<file path="src/rtl/spi_rxq_pkg.sv">
package spi_rxq_pkg;
   typedef enum logic [1:0] {
      ROUTE_NONE = 2'd0,
      ROUTE_BUF  = 2'd1,
      ROUTE_HOLD = 2'd2,
      ROUTE_DROP = 2'd3
   } rx_route_e;

   function automatic bit depth_ok(input int depth);
      return (depth >= 2) && ((depth & (depth - 1)) == 0);
   endfunction
endpackage

</file>
<file path="src/rtl/spi_rxq_hold.sv">
module spi_rxq_hold #(
   parameter int DW = 16
) (
   input  logic          clk,
   input  logic          rst_n,
   input  logic          load,
   input  logic          clr,
   input  logic [DW-1:0] din,
   output logic          hv,
   output logic [DW-1:0] hd
);
   always_ff @(posedge clk or negedge rst_n) begin
      if (!rst_n) begin
         hv <= 1'b0;
         hd <= '0;
      end else if (clr) begin
         hv <= 1'b0;
      end else if (load) begin
         hv <= 1'b1;
         hd <= din;
      end
   end
endmodule

</file>
<file path="src/rtl/spi_rxq_store.sv">
module spi_rxq_store #(
   parameter int DW    = 16,
   parameter int DEPTH = 4,
   localparam int PW   = $clog2(DEPTH)
) (
   input  logic          clk,
   input  logic          rst_n,
   input  logic          wr_en,
   input  logic [PW-1:0] wptr,
   input  logic [DW-1:0] wdata,
   input  logic          rd_en,
   input  logic [PW-1:0] rptr,
   output logic [DW-1:0] rdata
);
   logic [DW-1:0] slot [DEPTH];

   for (genvar i = 0; i < DEPTH; i++) begin : g_slot
      always_ff @(posedge clk or negedge rst_n) begin
         if (!rst_n)
            slot[i] <= '0;
         else if (wr_en && (wptr == PW'(i)))
            slot[i] <= wdata;
      end
   end

   always_ff @(posedge clk or negedge rst_n) begin
      if (!rst_n)
         rdata <= '0;
      else if (rd_en)
         rdata <= slot[rptr];
   end
endmodule

</file>
<file path="src/rtl/spi_rxq_ctrl.sv">
module spi_rxq_ctrl
   import spi_rxq_pkg::*;
#(
   parameter int DEPTH = 4,
   localparam int PW   = $clog2(DEPTH),
   localparam int CW   = $clog2(DEPTH + 1)
) (
   input  logic          clk,
   input  logic          rst_n,
   input  logic          frm_done,
   input  logic          pop_rd,
   input  logic          flush,
   input  logic          ovwr_en,
   input  logic          hv,
   output logic          wr_en,
   output logic          wr_from_hold,
   output logic          rd_en,
   output logic          hold_load,
   output logic          hold_clr,
   output logic [PW-1:0] wptr,
   output logic [PW-1:0] rptr,
   output logic [CW-1:0] occ,
   output logic          ovf
);
   logic      room;
   logic      drain;
   rx_route_e route;

   assign room  = (occ != CW'(DEPTH));
   assign drain = !flush && hv && room;
   assign rd_en = !flush && pop_rd && (occ != '0);

   always_comb begin
      route = ROUTE_NONE;
      if (!flush && frm_done) begin
         if (!hv && room)
            route = ROUTE_BUF;
         else if (drain || !hv)
            route = ROUTE_HOLD;
         else
            route = ROUTE_DROP;
      end
   end

   assign wr_from_hold = drain;
   assign wr_en        = drain || (route == ROUTE_BUF);
   assign hold_load    = (route == ROUTE_HOLD) || ((route == ROUTE_DROP) && ovwr_en);
   assign hold_clr     = flush || (drain && (route != ROUTE_HOLD));

   always_ff @(posedge clk or negedge rst_n) begin
      if (!rst_n) begin
         wptr <= '0;
         rptr <= '0;
         occ  <= '0;
         ovf  <= 1'b0;
      end else if (flush) begin
         wptr <= '0;
         rptr <= '0;
         occ  <= '0;
         ovf  <= 1'b0;
      end else begin
         if (wr_en)
            wptr <= wptr + 1'b1;
         if (rd_en)
            rptr <= rptr + 1'b1;
         if (wr_en && !rd_en)
            occ <= occ + 1'b1;
         else if (rd_en && !wr_en)
            occ <= occ - 1'b1;
         if (route == ROUTE_DROP)
            ovf <= 1'b1;
      end
   end
endmodule

</file>
<file path="src/rtl/spi_rxq.sv">
module spi_rxq
   import spi_rxq_pkg::*;
#(
   parameter int DW    = 16,
   parameter int DEPTH = 4,
   localparam int PW   = $clog2(DEPTH),
   localparam int CW   = $clog2(DEPTH + 1)
) (
   input  logic          clk,
   input  logic          rst_n,
   input  logic          frm_done,
   input  logic [DW-1:0] frm_data,
   input  logic          pop_rd,
   input  logic          flush,
   input  logic          ovwr_en,
   output logic [DW-1:0] pop_data,
   output logic [CW-1:0] occ,
   output logic [PW-1:0] pop_ptr,
   output logic          ovf
);
   if (!depth_ok(DEPTH)) begin : g_bad_depth
      $error("spi_rxq: DEPTH must be a power of two, at least 2");
   end
   if (DW < 1) begin : g_bad_width
      $error("spi_rxq: DW must be positive");
   end

   logic          wr_en, wr_from_hold, rd_en, hold_load, hold_clr, hv;
   logic [PW-1:0] wptr, rptr;
   logic [DW-1:0] hd, wdata;

   spi_rxq_ctrl #(.DEPTH(DEPTH)) ctrl_i (
      .clk(clk), .rst_n(rst_n), .frm_done(frm_done), .pop_rd(pop_rd),
      .flush(flush), .ovwr_en(ovwr_en), .hv(hv), .wr_en(wr_en),
      .wr_from_hold(wr_from_hold), .rd_en(rd_en), .hold_load(hold_load),
      .hold_clr(hold_clr), .wptr(wptr), .rptr(rptr), .occ(occ), .ovf(ovf)
   );

   spi_rxq_hold #(.DW(DW)) hold_i (
      .clk(clk), .rst_n(rst_n), .load(hold_load), .clr(hold_clr),
      .din(frm_data), .hv(hv), .hd(hd)
   );

   assign wdata = wr_from_hold ? hd : frm_data;

   spi_rxq_store #(.DW(DW), .DEPTH(DEPTH)) store_i (
      .clk(clk), .rst_n(rst_n), .wr_en(wr_en), .wptr(wptr), .wdata(wdata),
      .rd_en(rd_en), .rptr(rptr), .rdata(pop_data)
   );

   assign pop_ptr = rptr;
endmodule

</file>
<file path="config.mk">
export PLATFORM = sky130hd
export DESIGN_NAME = spi_rxq
export DESIGN_NICKNAME = d
export VERILOG_FILES = /design/src/rtl/spi_rxq_pkg.sv /design/src/rtl/spi_rxq_hold.sv /design/src/rtl/spi_rxq_store.sv /design/src/rtl/spi_rxq_ctrl.sv /design/src/rtl/spi_rxq.sv
export SDC_FILE = /design/constraint.sdc
export NUM_CORES = 1
export LEC_CHECK = 0
export BUFFER_PORTS_ARGS = -buffer_cell sky130_fd_sc_hd__buf_2
export CAP_MARGIN = 20
export CORE_ASPECT_RATIO = 1.4
export CORE_MARGIN = 4
export CORE_UTILIZATION = 39
export DETAILED_ROUTE_END_ITERATION = 16
export HOLD_SLACK_MARGIN = 0.03
export RECOVER_POWER = 100
export SYNTH_ARGS = -nofsm -noshare
export SYNTH_HDL_FRONTEND = slang
export SYNTH_SLANG_ARGS = --single-unit
</file>
<file path="constraint.sdc">
create_clock -name clk -period 3.9 [get_ports clk]
set_clock_uncertainty 0.15 [all_clocks]
set_input_delay 0 -clock clk [delete_from_list [all_inputs] [get_ports clk]]
set_output_delay 0 -clock clk [all_outputs]
set_load 0.1 [all_outputs]
</file>
# Word-level counts from Yosys, hierarchy flattened
# Index checks and enable logic that the tools add are counted.
[op_classes]
reduce_logical = 30
eq_ne = 8
n_bitwise = 2
add_sub_neg = 4
order_cmp = 1
n_mux = 18
[op_table]
columns = ["cell", "count"]
rows = [
  ["$mux W16", 3],
  ["$bmux W16 S2", 1],
  ["$logic_and A1 B1 Y1", 14],
  ["$mux W2", 6],
  ["$mux W3", 3],
  ["$eq A2 B2 Y1 const B", 4],
  ["$reduce_bool A2 Y1", 4],
  ["$reduce_bool A3 Y1", 2],
  ["$mux W1", 5],
  ["$add A2 B1 Y2 const B", 2],
  ["$eq A2 B1 Y1 const B", 2],
  ["$logic_not A1 Y1", 4],
  ["$logic_or A1 B1 Y1", 4],
  ["$add A3 B1 Y3 const B", 1],
  ["$ge A3 B3 Y1 const B", 1],
  ["$ne A3 B3 Y1 const B", 1],
  ["$not A2 Y3", 1],
  ["$sub A3 B1 Y3 const B", 1],
  ["$logic_not A2 Y1", 1],
  ["$ne A2 B2 Y1 const B", 1],
  ["$reduce_and A2 Y1", 1],
  ["$not A1 Y1", 1],
]
[totals]
input_bits = 22
word_cells = 74
ff_bits = 105
output_inout_bits = 22

# Depth between registers and ports, before layout
# Gate-level depths: netlist (run 1).
[logic_depth]
ltp_word = 14
mapped_depth = 8
ltp_nobuf = 7

# Modules after synthesis
# Synthesis (run 1) repeated with hierarchy kept, for this count alone.
[hier_totals]
cells_unflattened = 336
hier_area_um2 = 4883.4
[by_module_without_submodules]
columns = ["module", "seq_area_each_um2", "cells_per_inst", "n_inst", "area_per_inst_um2"]
rows = [
  ["spi_rxq_store", 2001.9, 226, 1, 3417.0],
  ["spi_rxq_hold", 425.4, 38, 1, 695.7],
  ["spi_rxq_ctrl", 200.2, 54, 1, 521.8],
  ["spi_rxq", 0.0, 18, 1, 249.0],
]

# Worst setup path before layout (run 1)
# Ideal clock, no wire load.
[synth_path]
path_kind = "register to register"
start = "register ctrl_i.occ[2]"
end = "register ctrl_i.occ[2]"
path_slack_ns = 0.926
t_required_ns = 3.667
synth_period_minus_slack_ns = 2.974
t_arrival_ns = 2.741
n_path_buf = 1
setup_ns = 0.083
path_stages_with_launch = 8
path_cell_list = "dfrtp_1 or3b_1 buf_6 and3_2 fa_1 or3_1 a21o_1 a31oi_1"
[synth_between]
elab_chain_len = 11
elab_cells_between_ends = 21
cone_classes = "add/sub (2); eq/ne (2); mux (6); reduce/logical (11)"
[synth_rtl]
columns = ["element", "line", "text"]
rows = [
  ["start: declaration", "spi_rxq_ctrl.sv:22", "output logic [CW-1:0] occ,"],
  ["start signal: assignment", "spi_rxq_ctrl.sv:67", "occ <= occ + 1'b1;"],
  ["start signal: assignment", "spi_rxq_ctrl.sv:69", "occ <= occ - 1'b1;"],
  ["$ne A3 B3 Y1", "spi_rxq_ctrl.sv:29", "assign room = (occ != CW'(DEPTH));"],
  ["$logic_and A1 B1 Y1", "spi_rxq_ctrl.sv:30", "assign drain = !flush && hv && room;"],
  ["$logic_or A1 B1 Y1", "spi_rxq_ctrl.sv:38", "else if (drain || !hv)"],
  ["$mux W1", "spi_rxq_ctrl.sv:38", ""],
  ["$mux W2", "spi_rxq_ctrl.sv:36", "if (!hv && room)"],
  ["$mux W2", "spi_rxq_ctrl.sv:35", "if (!flush && frm_done) begin"],
  ["$eq A2 B1 Y1", "spi_rxq_ctrl.sv:46", "assign wr_en = drain || (route == ROUTE_BUF);"],
  ["$logic_or A1 B1 Y1", "spi_rxq_ctrl.sv:46", ""],
  ["$logic_and A1 B1 Y1 / $logic_not A1 Y1 (equally long branches)", "spi_rxq_ctrl.sv:66, spi_rxq_ctrl.sv:68", ""],
  ["$mux W3 / $logic_and A1 B1 Y1 (equally long branches)", "spi_rxq_ctrl.sv:66, spi_rxq_ctrl.sv:68", ""],
  ["$mux W3 / $reduce_bool A3 Y1 (equally long branches)", "-", ""],
]
# Parallel ways exist; a longest one is shown, timed or not. The select of a mux whose other input is x is not followed.
# A chain may end at the register's enable or synchronous reset.

# Final worst setup path (run 1)
[layout_path]
start = "register ctrl_i.occ[2]"
end = "register store_i.slot[24] in the netlist's numbering"
[layout_between]
elab_chain_len = 9
elab_cells_between_ends = 11
cone_classes = "eq/ne (2); mux (4); reduce/logical (5)"
[layout_rtl]
columns = ["element", "line", "text"]
rows = [
  ["$ne A3 B3 Y1 (*)", "spi_rxq_ctrl.sv:29", ""],
  ["$logic_and A1 B1 Y1", "spi_rxq_ctrl.sv:30", ""],
  ["$logic_or A1 B1 Y1", "spi_rxq_ctrl.sv:38", ""],
  ["$mux W1", "spi_rxq_ctrl.sv:38", ""],
  ["$mux W2", "spi_rxq_ctrl.sv:36", ""],
  ["$mux W2", "spi_rxq_ctrl.sv:35", ""],
  ["$eq A2 B1 Y1", "spi_rxq_ctrl.sv:46", ""],
  ["$logic_or A1 B1 Y1", "spi_rxq_ctrl.sv:46", ""],
  ["$logic_and A1 B1 Y1", "spi_rxq_store.sv:21", "else if (wr_en && (wptr == PW'(i)))"],
  ["end signal: indexed assignment", "spi_rxq_store.sv:22", "slot[i] <= wdata;"],
  ["end: declaration", "spi_rxq_store.sv:15", "logic [DW-1:0] slot [DEPTH];"],
]
# Mark *: on every way between the ends. The rest lies on a longest branch, timed or not.

==> flow_summary_export.csv, run 1 <==
group,metric,value,unit
worst_setup_path,worst_setup_path_end_kind,"flop",
pwr,p_comb_share,38.9,%
run,maxCapViolCount,2,
worst_setup_path,cp_data_arrival_time,3.20,ns
detailed_routing,avg_wl_per_cell,16.2,um
detailed_routing,num_vias,2973,
finish,final_net_count,468,
finish,drive_above_1_share,20.0,%
placement,dp.final_hpwl,6170,um
finish,area.growth.synth_to_final,17.9,%
worst_setup_path,worstSetupPathType,"reg2reg",
detailed_routing,initialDrtViolationCount,103,
finish,final_util,47.6,%
sta,hold_violations,0,
die,floorplan.die_area,13700,um2
placement,count_of_input_and_output_buffers,43,
logic_synthesis,synth.net_count,405,
clock_network,cts-root-to-sink-buffers,2,
logic_synthesis,synth_cell_type_count,34,
logic_synthesis,synth_enable_flop_cells,0,
logic_synthesis,synth_top_area_share,56.6,%
logic_synthesis,most_area_consuming_cells_after_synthesis,"sky130_fd_sc_hd__dfrtp_1 57%, sky130_fd_sc_hd__mux4_2 7.8%, sky130_fd_sc_hd__o21ai_0 7.2%",
sta,fmax,318,MHz
pwr,leakagePower,2.39,nW
die,io_pins,44,
detailed_routing,postRouteWirelength,9540,um
logic_synthesis,synth_area_leader_cell,"sky130_fd_sc_hd__dfrtp_1",
worst_setup_path,cp_max_fo,9,
logic_synthesis,avg_inst_size_synth,12.3,um2
sta,setup_violators_final,0,
logic_synthesis,synthMostInstantiatedCell,"sky130_fd_sc_hd__dfrtp_1",
clock_network,ctsRootBufferMaster,"sky130_fd_sc_hd__clkbuf_16",
global_routing,number_of_antenna_violations_at_the_first_check_in_global_routing,0,
pwr,total_switching_power,0.00186,W
global_routing,first_global_vias,3065,
detailed_routing,drtAntennaViolNets,0,
clock_network,cts-htree-levels,3,
logic_synthesis,synth_area,4650,um2
placement,placed_cells,550,
logic_synthesis,synth.yosys.warnings,0,
clock_network,clk_latency,0.34,ns
pwr,vdd_drop_max,0.488,mV
logic_synthesis,ys_seq_elements,105,
sta,post-route-period-util,80.6,%
sta,grt_setup_unrepaired,"no",
die,die_height,137,um
status,failed_checks,"max-capacitance violations, max-slew violations",
sta,worst_slew_pin_slew,1.59,ns
logic_synthesis,ys.flop_type,"sky130_fd_sc_hd__dfrtp_1",
die,floorplan.core_area,11500,um2
sta,layout_min_cycle_time,3.15,ns
finish,fin_cells,590,
die,die_x,100,um
die,initial_utilization,40.4,%
worst_setup_path,cp-start-kind,"flop",
pwr,post-layout-total-power,0.00459,W
clock_network,cts_made_buffers,9,
worst_setup_path,critPathRequiredTime,3.95,ns
global_routing,grt.total_usage,15.2,%
detailed_routing,via_per_inst,5.04,
detailed_routing,post-route-drc-count,0,
hold_path,hp-class,"in2reg",
detailed_routing,number_of_search_and_repair_iterations_in_the_first_detailed_routing_pass,4,
clock_network,postCtsResizedCells,0,
pwr,int_pwr,0.00273,W
pwr,clock_power_share,20.2,%
clock_network,clkSinkCount,105,
pwr,seq_power_share,40.8,%
logic_synthesis,synthCells,378,
placement,place_congestion,0.815,
die,placement_rows,46,
finish,diodes,0,
pwr,p_per_area,839,nW/um2
clock_network,tritoncts_clock_tree,"yes",
logic_synthesis,register_area_share_after_synthesis,56.6,%
logic_synthesis,postSynth.asyncResetShare,100,%
global_routing,grt_start_max_net_pins,80,
clock_network,clkSlewWorstSetupHoldPaths,0.07,ns
sta,totalNegativeSetupSlack,0,ns
sta,maxSlewHeadroom,-6.50,%
pwr,switching_share,40.5,%
global_routing,grt_overflow,0,
sta,finalMaxSlewViolations,26,
sta,fin_hold_ws,0.290,ns
status,status,"finished with violations",
logic_synthesis,top_cells_by_count_synth,"105 x sky130_fd_sc_hd__dfrtp_1, 67 x sky130_fd_sc_hd__o21ai_0, 66 x sky130_fd_sc_hd__nand2_1",
global_routing,grt_pass1_wl,16000,um
## what timing repair did
item / 4_1_cts / 5_1_grt
endpoints found under the hold margin: 167 / 13
setup buffers: 0 / 0
hold buffers: 22 / 1
## cells by family (layout without fill, tap and decap cells)
| group | Yosys count | after routing | share of synthesized area [%] |
|---|---|---|---|
| mux | 66 | 66 | 20.3 |
| fa+ha+maj | 5 | 5 | 1.51 |
| buf+inv | 29 | 97 | 3.02 |
| flops | 105 | 105 | 56.6 |
| xor+xnor | 3 | 3 | 0.566 |
| simple gates | 93 | 93 | 9.37 |
| compound gates | 77 | 77 | 8.73 |
## stage by stage
step / area (um2) / worst slack [ns]
final: 5480 / 0.755
after global routing: 5480 / 0.518
after CTS: 5530 / 0.817
after detailed placement: 4990 / 1.36
after global placement: 4990 / 1.39
after floorplan: 4650 / 0.926
## cells in the final DEF (no fill, tap or decap), types with 2 or more instances in the layout
cell type,count
sky130_fd_sc_hd__nor4_1,2
sky130_fd_sc_hd__clkbuf_16,9
sky130_fd_sc_hd__clkbuf_1,24
sky130_fd_sc_hd__nor2_1,10
sky130_fd_sc_hd__or3_1,2
sky130_fd_sc_hd__xor2_1,2
sky130_fd_sc_hd__a31oi_1,3
sky130_fd_sc_hd__buf_4,7
sky130_fd_sc_hd__dfrtp_1,105
sky130_fd_sc_hd__inv_1,6
sky130_fd_sc_hd__ha_1,4
sky130_fd_sc_hd__nand3_1,4
sky130_fd_sc_hd__dlygate4sd3_1,23
sky130_fd_sc_hd__mux2_1,10
sky130_fd_sc_hd__mux2i_1,16
sky130_fd_sc_hd__buf_2,20
sky130_fd_sc_hd__o21ai_0,67
sky130_fd_sc_hd__o31ai_1,2
sky130_fd_sc_hd__nor3b_1,2
sky130_fd_sc_hd__mux2_2,23
sky130_fd_sc_hd__clkbuf_8,3
sky130_fd_sc_hd__a21oi_1,2
sky130_fd_sc_hd__nand2_1,66
sky130_fd_sc_hd__mux4_2,16
sky130_fd_sc_hd__clkinvlp_4,2
## flip-flops by register name (all words and copies together), names as in the netlist
| register | count |
|---|---|
| store_i.rdata | 16 |
| ctrl_i.rptr | 2 |
| hold_i.hv | 1 |
| ctrl_i.ovf | 1 |
| hold_i.hd | 16 |
| store_i.slot | 64 |
| ctrl_i.occ | 3 |
| ctrl_i.wptr | 2 |
## metal layers
layer / wire, um / vias up / track usage, %
met2: 4970 / 47 / 25.3
met3: 342 / 12 / 3.06
met1: 4040 / 1463 / 19.6
li1: - / 1451 / -
met4: 180 / 0 / 5.39
met5: 0 / - / 0
## critical path, cell delays in order (launching register included)
cell and delay, ns:
sky130_fd_sc_hd__dfrtp_1 0.45, sky130_fd_sc_hd__nor3b_1 0.26, sky130_fd_sc_hd__nor3b_1 1.24, sky130_fd_sc_hd__buf_4 0.41, sky130_fd_sc_hd__mux2i_1 0.33, sky130_fd_sc_hd__o21ai_0 0.16
## power groups by stage
stage          combinational (W)  clock [W]  sequential, W
2_1_floorplan           0.000909          0        0.00247
3_3_place_gp             0.00182          0        0.00187
3_5_place_dp             0.00185          0        0.00191
4_1_cts                  0.00188   0.000959        0.00188
5_1_grt                  0.00194    0.00101        0.00195
6_report                 0.00179   0.000930        0.00188
## path summary, 6_finish.rpt
| check | from | endpoint | slack (ns) | cells past startpoint |
|---|---|---|---|---|
| max in group asynchronous | rst_n | hold_i.hd[8]$_DFFE_PN0P_ | 1.69 | 5 |
| setup reg to reg | ctrl_i.occ[2]$_DFFE_PN0P_ | store_i.slot[24]$_DFFE_PN0P_ | 0.75 | 5 |
| hold / removal | frm_data[15] | hold_i.hd[15]$_DFFE_PN0P_ | 0.29 | 3 |
| setup / recovery | ctrl_i.occ[2]$_DFFE_PN0P_ | store_i.slot[24]$_DFFE_PN0P_ | 0.75 | 5 |
| min in group asynchronous | rst_n | store_i.rdata[11]$_DFFE_PN0P_ | 0.68 | 3 |
| hold reg to reg | store_i.slot[50]$_DFFE_PN0P_ | store_i.slot[50]$_DFFE_PN0P_ | 0.33 | 2 |
## cell type report
class                           count  area [um2]
Clock buffer                       12         267
Fill cell                        1067        6030
Tap cell                          144         180
Inverter                            6        22.5
Sequential cell                   105        2630
Clock inverter                      4        50.0
Multi-Input combinational cell    244        1830
Timing Repair Buffer               75         500
No activity file was read; power rests on OpenSTA's default activity.
==> inputs of run 2 (changes only) <==
Clock period 3.9 ns to 3 ns, I/O delays scaled along.
==> run 2 against run 1 <==
The run now ends clean. Total power increased by 27%. Critical path depth unchanged. Core utilization decreased by 0.45 points. Critical path type unchanged. Largest power group unchanged.
==> flow_summary_export.csv, run 2 (synthesized netlist as in run 1, its figures left out) <==
group,metric,value,unit
pwr,int_pwr,0.00344,W
finish,mostFrequentLayoutCell,"sky130_fd_sc_hd__dfrtp_1",
global_routing,grt_overflow,0,
sta,finalMaxSlewViolations,0,
pwr,p_comb_share,40.0,%
detailed_routing,via_per_inst,5.02,
worst_setup_path,path_buf_inv,1,
clock_network,postCtsHoldBufs,21,
worst_setup_path,r2r.worst_path.cells,5,
finish,num-fill-cells,1083,
clock_network,cts_post_setup_buffers_inserted,0,
clock_network,clkSinkCount,105,
pwr,clock_power_share,18.7,%
pwr,total_switching_power,0.00241,W
worst_setup_path,worst_setup_path_end_kind,"flop",
pwr,p_per_area,1080,nW/um2
hold_path,timing.hold.worst.start,"frm_data[1]",
placement,place_congestion,0.747,
hold_path,min_path_cells,3,
sta,worst_slew_pin_slew,1.24,ns
detailed_routing,post-route-drc-count,0,
worst_setup_path,cp-start-kind,"flop",
sta,grt_setup_unrepaired,"no",
placement,count_of_input_and_output_buffers,43,
sta,setup_violators_final,0,
sta,totalNegativeSetupSlack,0,ns
worst_setup_path,cp_max_fo,16,
worst_setup_path,cp_cell_sequence,"nor3b_1, nor2_2, nor4b_4, buf_4, mux2_2",
sta,maxSlewHeadroom,17.2,%
global_routing,grt.total_usage,15.0,%
detailed_routing,avg_wl_per_cell,15.6,um
worst_setup_path,timing.rr.start,"ctrl_i.occ[2]$_DFFE_PN0P_",
sta,hold_violations,0,
sta,post-route-period-util,84.3,%
clock_network,postCtsResizedCells,0,
detailed_routing,initialDrtViolationCount,138,
die,placement_rows,46,
detailed_routing,number_of_search_and_repair_iterations_in_the_first_detailed_routing_pass,4,
pwr,vdd_drop_max,0.730,mV
finish,drive_above_1_share,20.6,%
pwr,switching_share,41.2,%
pwr,post-layout-total-power,0.00584,W
worst_setup_path,worstSetupPathType,"reg2reg",
worst_setup_path,ff_to_ff_setup_slack,0.47,ns
pwr,seq_power_share,41.3,%
detailed_routing,drtAntennaViolNets,0,
worst_setup_path,worstReg2RegEnd,"hold_i.hd[7]$_DFFE_PN0P_",
placement,dp_worst_setup_slack,0.481,ns
die,initial_utilization,40.4,%
global_routing,grt_pass1_wl,16000,um
die,floorplan.die_area,13700,um2
placement,placedInstanceArea,5030,um2
sta,fin_hold_ws,0.273,ns
finish,most_frequent_cells_in_the_layout,"105 x sky130_fd_sc_hd__dfrtp_1, 67 x sky130_fd_sc_hd__o21ai_0, 66 x sky130_fd_sc_hd__nand2_1",
placement,dp.final_hpwl,5990,um
clock_network,clkSlewWorstSetupHoldPaths,0.07,ns
clock_network,tritoncts_clock_tree,"yes",
clock_network,clk_latency,0.34,ns
worst_setup_path,critPathRequiredTime,3.08,ns
status,status,"completed",
sta,worst_slack,0.472,ns
pwr,leakagePower,2.38,nW
die,floorplan.core_area,11500,um2
hold_path,sink_of_the_worst_hold_path,"hold_i.hd[1]$_DFFE_PN0P_",
hold_path,hp-class,"in2reg",
run,maxCapViolCount,0,
clock_network,cts-htree-levels,3,
worst_setup_path,crit_slowest_cell,"sky130_fd_sc_hd__nor3b_1",
sta,layout_min_cycle_time,2.53,ns
finish,post-route-cell-area,5430,um2
clock_network,ctsRootBufferMaster,"sky130_fd_sc_hd__clkbuf_16",
finish,reg.largest.list,"store_i.slot (64), hold_i.hd (16), store_i.rdata (16)",
clock_network,cts-root-to-sink-buffers,2,
global_routing,first_global_vias,3079,
sta,fmax,396,MHz
finish,diodes,0,
worst_setup_path,cp_data_arrival_time,2.61,ns
finish,largest_register_ff_count,64,
detailed_routing,num_vias,2960,
global_routing,grt_start_max_net_pins,58,
die,die_x,100,um
global_routing,number_of_antenna_violations_at_the_first_check_in_global_routing,0,
finish,area.growth.synth_to_final,16.8,%
worst_setup_path,worst_path_largest_cell_delay,0.79,ns
die,die_height,137,um
finish,final_net_count,468,
clock_network,cts_made_buffers,9,
finish,biggest_register,"store_i.slot",
die,io_pins,44,
worst_setup_path,path_delay_family,"simple AND/OR/NAND/NOR gates",
detailed_routing,postRouteWirelength,9190,um
## run 2: per-layer routing
layer | up-vias | global-route usage, % | wire [um]
met5 | - | 0 | 0
met4 | 0 | 4.79 | 126
met3 | 9 | 4.18 | 369
met2 | 50 | 24.4 | 4650
met1 | 1454 | 19.4 | 4050
li1 | 1447 | - | -
## run 2: stage by stage
| stage | util (%) | instances |
|---|---|---|
| floorplan | - | 378 |
| global placement | 43.7 | 553 |
| detailed placement | 43.7 | 553 |
| CTS | 47.9 | 590 |
| global route | 47.1 | 590 |
| finish | 47.1 | 590 |
## run 2: tightest hold or removal path, stage by stage
cell and delay, ns:
sky130_fd_sc_hd__dlygate4sd3_1 0.51, sky130_fd_sc_hd__buf_2 0.10, sky130_fd_sc_hd__mux2_1 0.11
## run 2: final cells by class
type	instances	area, um2	area share [%]
tap	144	180	3.32
inverter	6	22.5	0.415
timing repair buffer	75	483	8.90
clock inverter	3	15.0	0.277
clock buffer	13	260	4.80
sequential	105	2630	48.4
multi-input combinational	244	1840	33.9
## run 2: worst max path at each step
stage	from	to	cells after the start
global placement	ctrl_i.occ[1]$_DFFE_PN0P_	ctrl_i.occ[2]$_DFFE_PN0P_	6
floorplan	ctrl_i.occ[2]$_DFFE_PN0P_	ctrl_i.occ[2]$_DFFE_PN0P_	7
CTS	ctrl_i.occ[1]$_DFFE_PN0P_	ctrl_i.occ[2]$_DFFE_PN0P_	6
global route	ctrl_i.occ[2]$_DFFE_PN0P_	hold_i.hd[7]$_DFFE_PN0P_	5
detailed placement	ctrl_i.occ[1]$_DFFE_PN0P_	ctrl_i.occ[2]$_DFFE_PN0P_	6
finish	ctrl_i.occ[2]$_DFFE_PN0P_	hold_i.hd[7]$_DFFE_PN0P_	5
## run 2: power groups by stage
stage,registers (W),clock network (W),logic (W)
detailed placement,0.00245,0,0.00246
finish,0.00241,0.00109,0.00234
global placement,0.00241,0,0.00241
global route,0.00250,0.00119,0.00254
CTS,0.00243,0.00112,0.00248
floorplan,0.00322,0,0.00118
==> inputs of run 3 (changes only) <==
Clock period 3 ns to 2.4 ns, I/O delays scaled along.
==> run 3 against run 2 <==
Critical path depth increased by 1. Register-to-register slack got worse by 0.35 ns. Total power increased by 30%. Critical endpoint is now ctrl_i.occ[2]$_DFFE_PN0P_. Highest routed layer unchanged. First-iteration DRC count decreased by 25%. Combinational power increased by 29%.
==> flow_summary_export.csv, run 3 (synthesized netlist as in run 1, its figures left out) <==
group,metric,value,unit
placement,placedInstanceArea,5110,um2
worst_setup_path,worstSetupPathType,"reg2reg",
clock_network,cts_post_setup_buffers_inserted,0,
die,floorplan.core_area,11500,um2
clock_network,clkSinkCount,105,
sta,worst_slack,0.124,ns
clock_network,ctsRootBufferMaster,"sky130_fd_sc_hd__clkbuf_16",
pwr,total_switching_power,0.00308,W
finish,drive_above_1_share,24.2,%
worst_setup_path,r2r.worst_path.cells,6,
sta,grt_setup_unrepaired,"no",
die,die_x,100,um
global_routing,grt_pass1_wl,15900,um
sta,hold_violations,0,
detailed_routing,via_per_inst,5.04,
detailed_routing,num_vias,3001,
clock_network,postCtsResizedCells,0,
global_routing,number_of_antenna_violations_at_the_first_check_in_global_routing,0,
die,initial_utilization,40.4,%
hold_path,hp-class,"in2async",
worst_setup_path,cp-start-kind,"flop",
status,status,"completed",
pwr,clock_power_share,20.4,%
sta,fmax,439,MHz
sta,finalMaxSlewViolations,0,
detailed_routing,avg_wl_per_cell,15.8,um
finish,most_frequent_cells_in_the_layout,"100 x sky130_fd_sc_hd__dfrtp_1, 67 x sky130_fd_sc_hd__o21ai_0, 66 x sky130_fd_sc_hd__nand2_1",
pwr,vdd_drop_max,0.988,mV
sta,worst_slew_pin_slew,1.22,ns
finish,reg.largest.list,"store_i.slot (64), hold_i.hd (16), store_i.rdata (16)",
global_routing,grt.total_usage,15.1,%
global_routing,grt_overflow,0,
pwr,p_comb_share,39.7,%
pwr,seq_power_share,39.9,%
worst_setup_path,ff_to_ff_setup_slack,0.12,ns
finish,final_util,48.2,%
placement,place_congestion,0.737,
placement,dp_worst_setup_slack,0.156,ns
finish,biggest_register,"store_i.slot",
finish,fin_cells,595,
worst_setup_path,worst_setup_path_end_kind,"flop",
detailed_routing,initialDrtViolationCount,103,
worst_setup_path,cp_max_fo,7,
worst_setup_path,worstReg2RegEnd,"ctrl_i.occ[2]$_DFFE_PN0P_",
sta,maxSlewHeadroom,18.9,%
global_routing,grt_start_max_net_pins,46,
finish,diodes,0,
placement,placed_cells,558,
sta,layout_min_cycle_time,2.28,ns
worst_setup_path,timing.rr.start,"ctrl_i.occ[1]$_DFFE_PN0P_",
pwr,p_per_area,1370,nW/um2
placement,dp.final_hpwl,6290,um
die,placement_rows,46,
pwr,switching_share,40.3,%
clock_network,clk_latency,0.34,ns
global_routing,first_global_vias,3128,
die,floorplan.die_area,13700,um2
detailed_routing,post-route-drc-count,0,
finish,num-fill-cells,1062,
sta,fin_hold_ws,0.192,ns
pwr,int_pwr,0.00455,W
clock_network,cts-htree-levels,3,
detailed_routing,number_of_search_and_repair_iterations_in_the_first_detailed_routing_pass,4,
detailed_routing,postRouteWirelength,9430,um
sta,post-route-period-util,94.8,%
finish,mostFrequentLayoutCell,"sky130_fd_sc_hd__dfrtp_1",
clock_network,tritoncts_clock_tree,"yes",
finish,final_net_count,473,
run,maxCapViolCount,0,
clock_network,cts-root-to-sink-buffers,2,
clock_network,cts_made_buffers,9,
worst_setup_path,critPathRequiredTime,2.51,ns
die,io_pins,44,
detailed_routing,drtAntennaViolNets,0,
die,die_height,137,um
finish,post-route-cell-area,5550,um2
clock_network,clkSlewWorstSetupHoldPaths,0.07,ns
pwr,leakagePower,2.42,nW
finish,largest_register_ff_count,64,
worst_setup_path,cp_data_arrival_time,2.39,ns
placement,count_of_input_and_output_buffers,43,
finish,area.growth.synth_to_final,19.4,%
sta,setup_violators_final,0,
==> run 3: changes by cell type in the layout (fill, tap and decap cells not counted), sizes merged <==
cell / change
inv: +1
buf: +4
clkinvlp: +2
clkinv: -1
clkbuf: -3
bufinv: +2
==> run 3: repair_timing <==
action | in CTS | in global routing
endpoints found under the setup margin | 0 | 0
hold buffers | 21 | 0
endpoints found under the hold margin | 192 | 0
==> run 3: power by group through the flow <==
stage                     clock network [W]  registers, W  logic (W)
after floorplan                           0       0.00404    0.00148
after global placement                    0       0.00302    0.00309
after detailed placement                  0       0.00308    0.00316
after CTS                           0.00160       0.00305    0.00319
after global routing                0.00167       0.00315    0.00329
final                               0.00155       0.00304    0.00303
==> run 3: metal layers <==
layer | GRT usage, % | vias to the layer above | part of all wire (%)
met2 | 25.4 | 41 | 52
li1 | - | 1466 | -
met5 | 0 | - | 0
met1 | 19.2 | 1487 | 44
met3 | 3.06 | 7 | 3.1
met4 | 5.39 | 0 | 1.4
==> run 3: how the worst max path moves through the flow <==
stage / startpoint / end / slack (ns) / cells past startpoint
after detailed placement: ctrl_i.occ[1]$_DFFE_PN0P_ / ctrl_i.occ[2]$_DFFE_PN0P_ / 0.16 / 6
after CTS: ctrl_i.occ[1]$_DFFE_PN0P_ / ctrl_i.occ[2]$_DFFE_PN0P_ / 0.13 / 6
after global placement: ctrl_i.occ[1]$_DFFE_PN0P_ / ctrl_i.occ[2]$_DFFE_PN0P_ / 0.15 / 6
final: ctrl_i.occ[1]$_DFFE_PN0P_ / ctrl_i.occ[2]$_DFFE_PN0P_ / 0.12 / 6
after floorplan: ctrl_i.occ[0]$_DFFE_PN0P_ / ctrl_i.occ[2]$_DFFE_PN0P_ / -0.11 / 7
after global routing: ctrl_i.occ[1]$_DFFE_PN0P_ / ctrl_i.occ[2]$_DFFE_PN0P_ / 0.005 / 6
==> run 3: layout make-up <==
type	instances	area (um2)	share of cell area (%)
inverter	6	22.5	0.406
clock buffer	9	225	4.06
multi-input combinational	244	1850	33.4
sequential	105	2640	47.6
clock inverter	7	93.8	1.69
tap	144	180	3.25
timing repair buffer	80	533	9.61
==> run 3: through the flow <==
stage | power (W) | setup TNS (ns)
global placement | 0.00611 | 0
detailed placement | 0.00623 | 0
floorplan | 0.00552 | -0.109
CTS | 0.00784 | 0
global route | 0.00811 | 0
finish | 0.00763 | 0
==> run 3: worst max-delay path, cell delays in order, from the launching register on <==
cell                      delay (ns)
sky130_fd_sc_hd__dfrtp_4        0.52
sky130_fd_sc_hd__or3b_1         0.38
sky130_fd_sc_hd__and3_4         0.17
sky130_fd_sc_hd__fa_2           0.37
sky130_fd_sc_hd__or3_1          0.31
sky130_fd_sc_hd__a21o_1         0.18
sky130_fd_sc_hd__a31oi_1        0.12
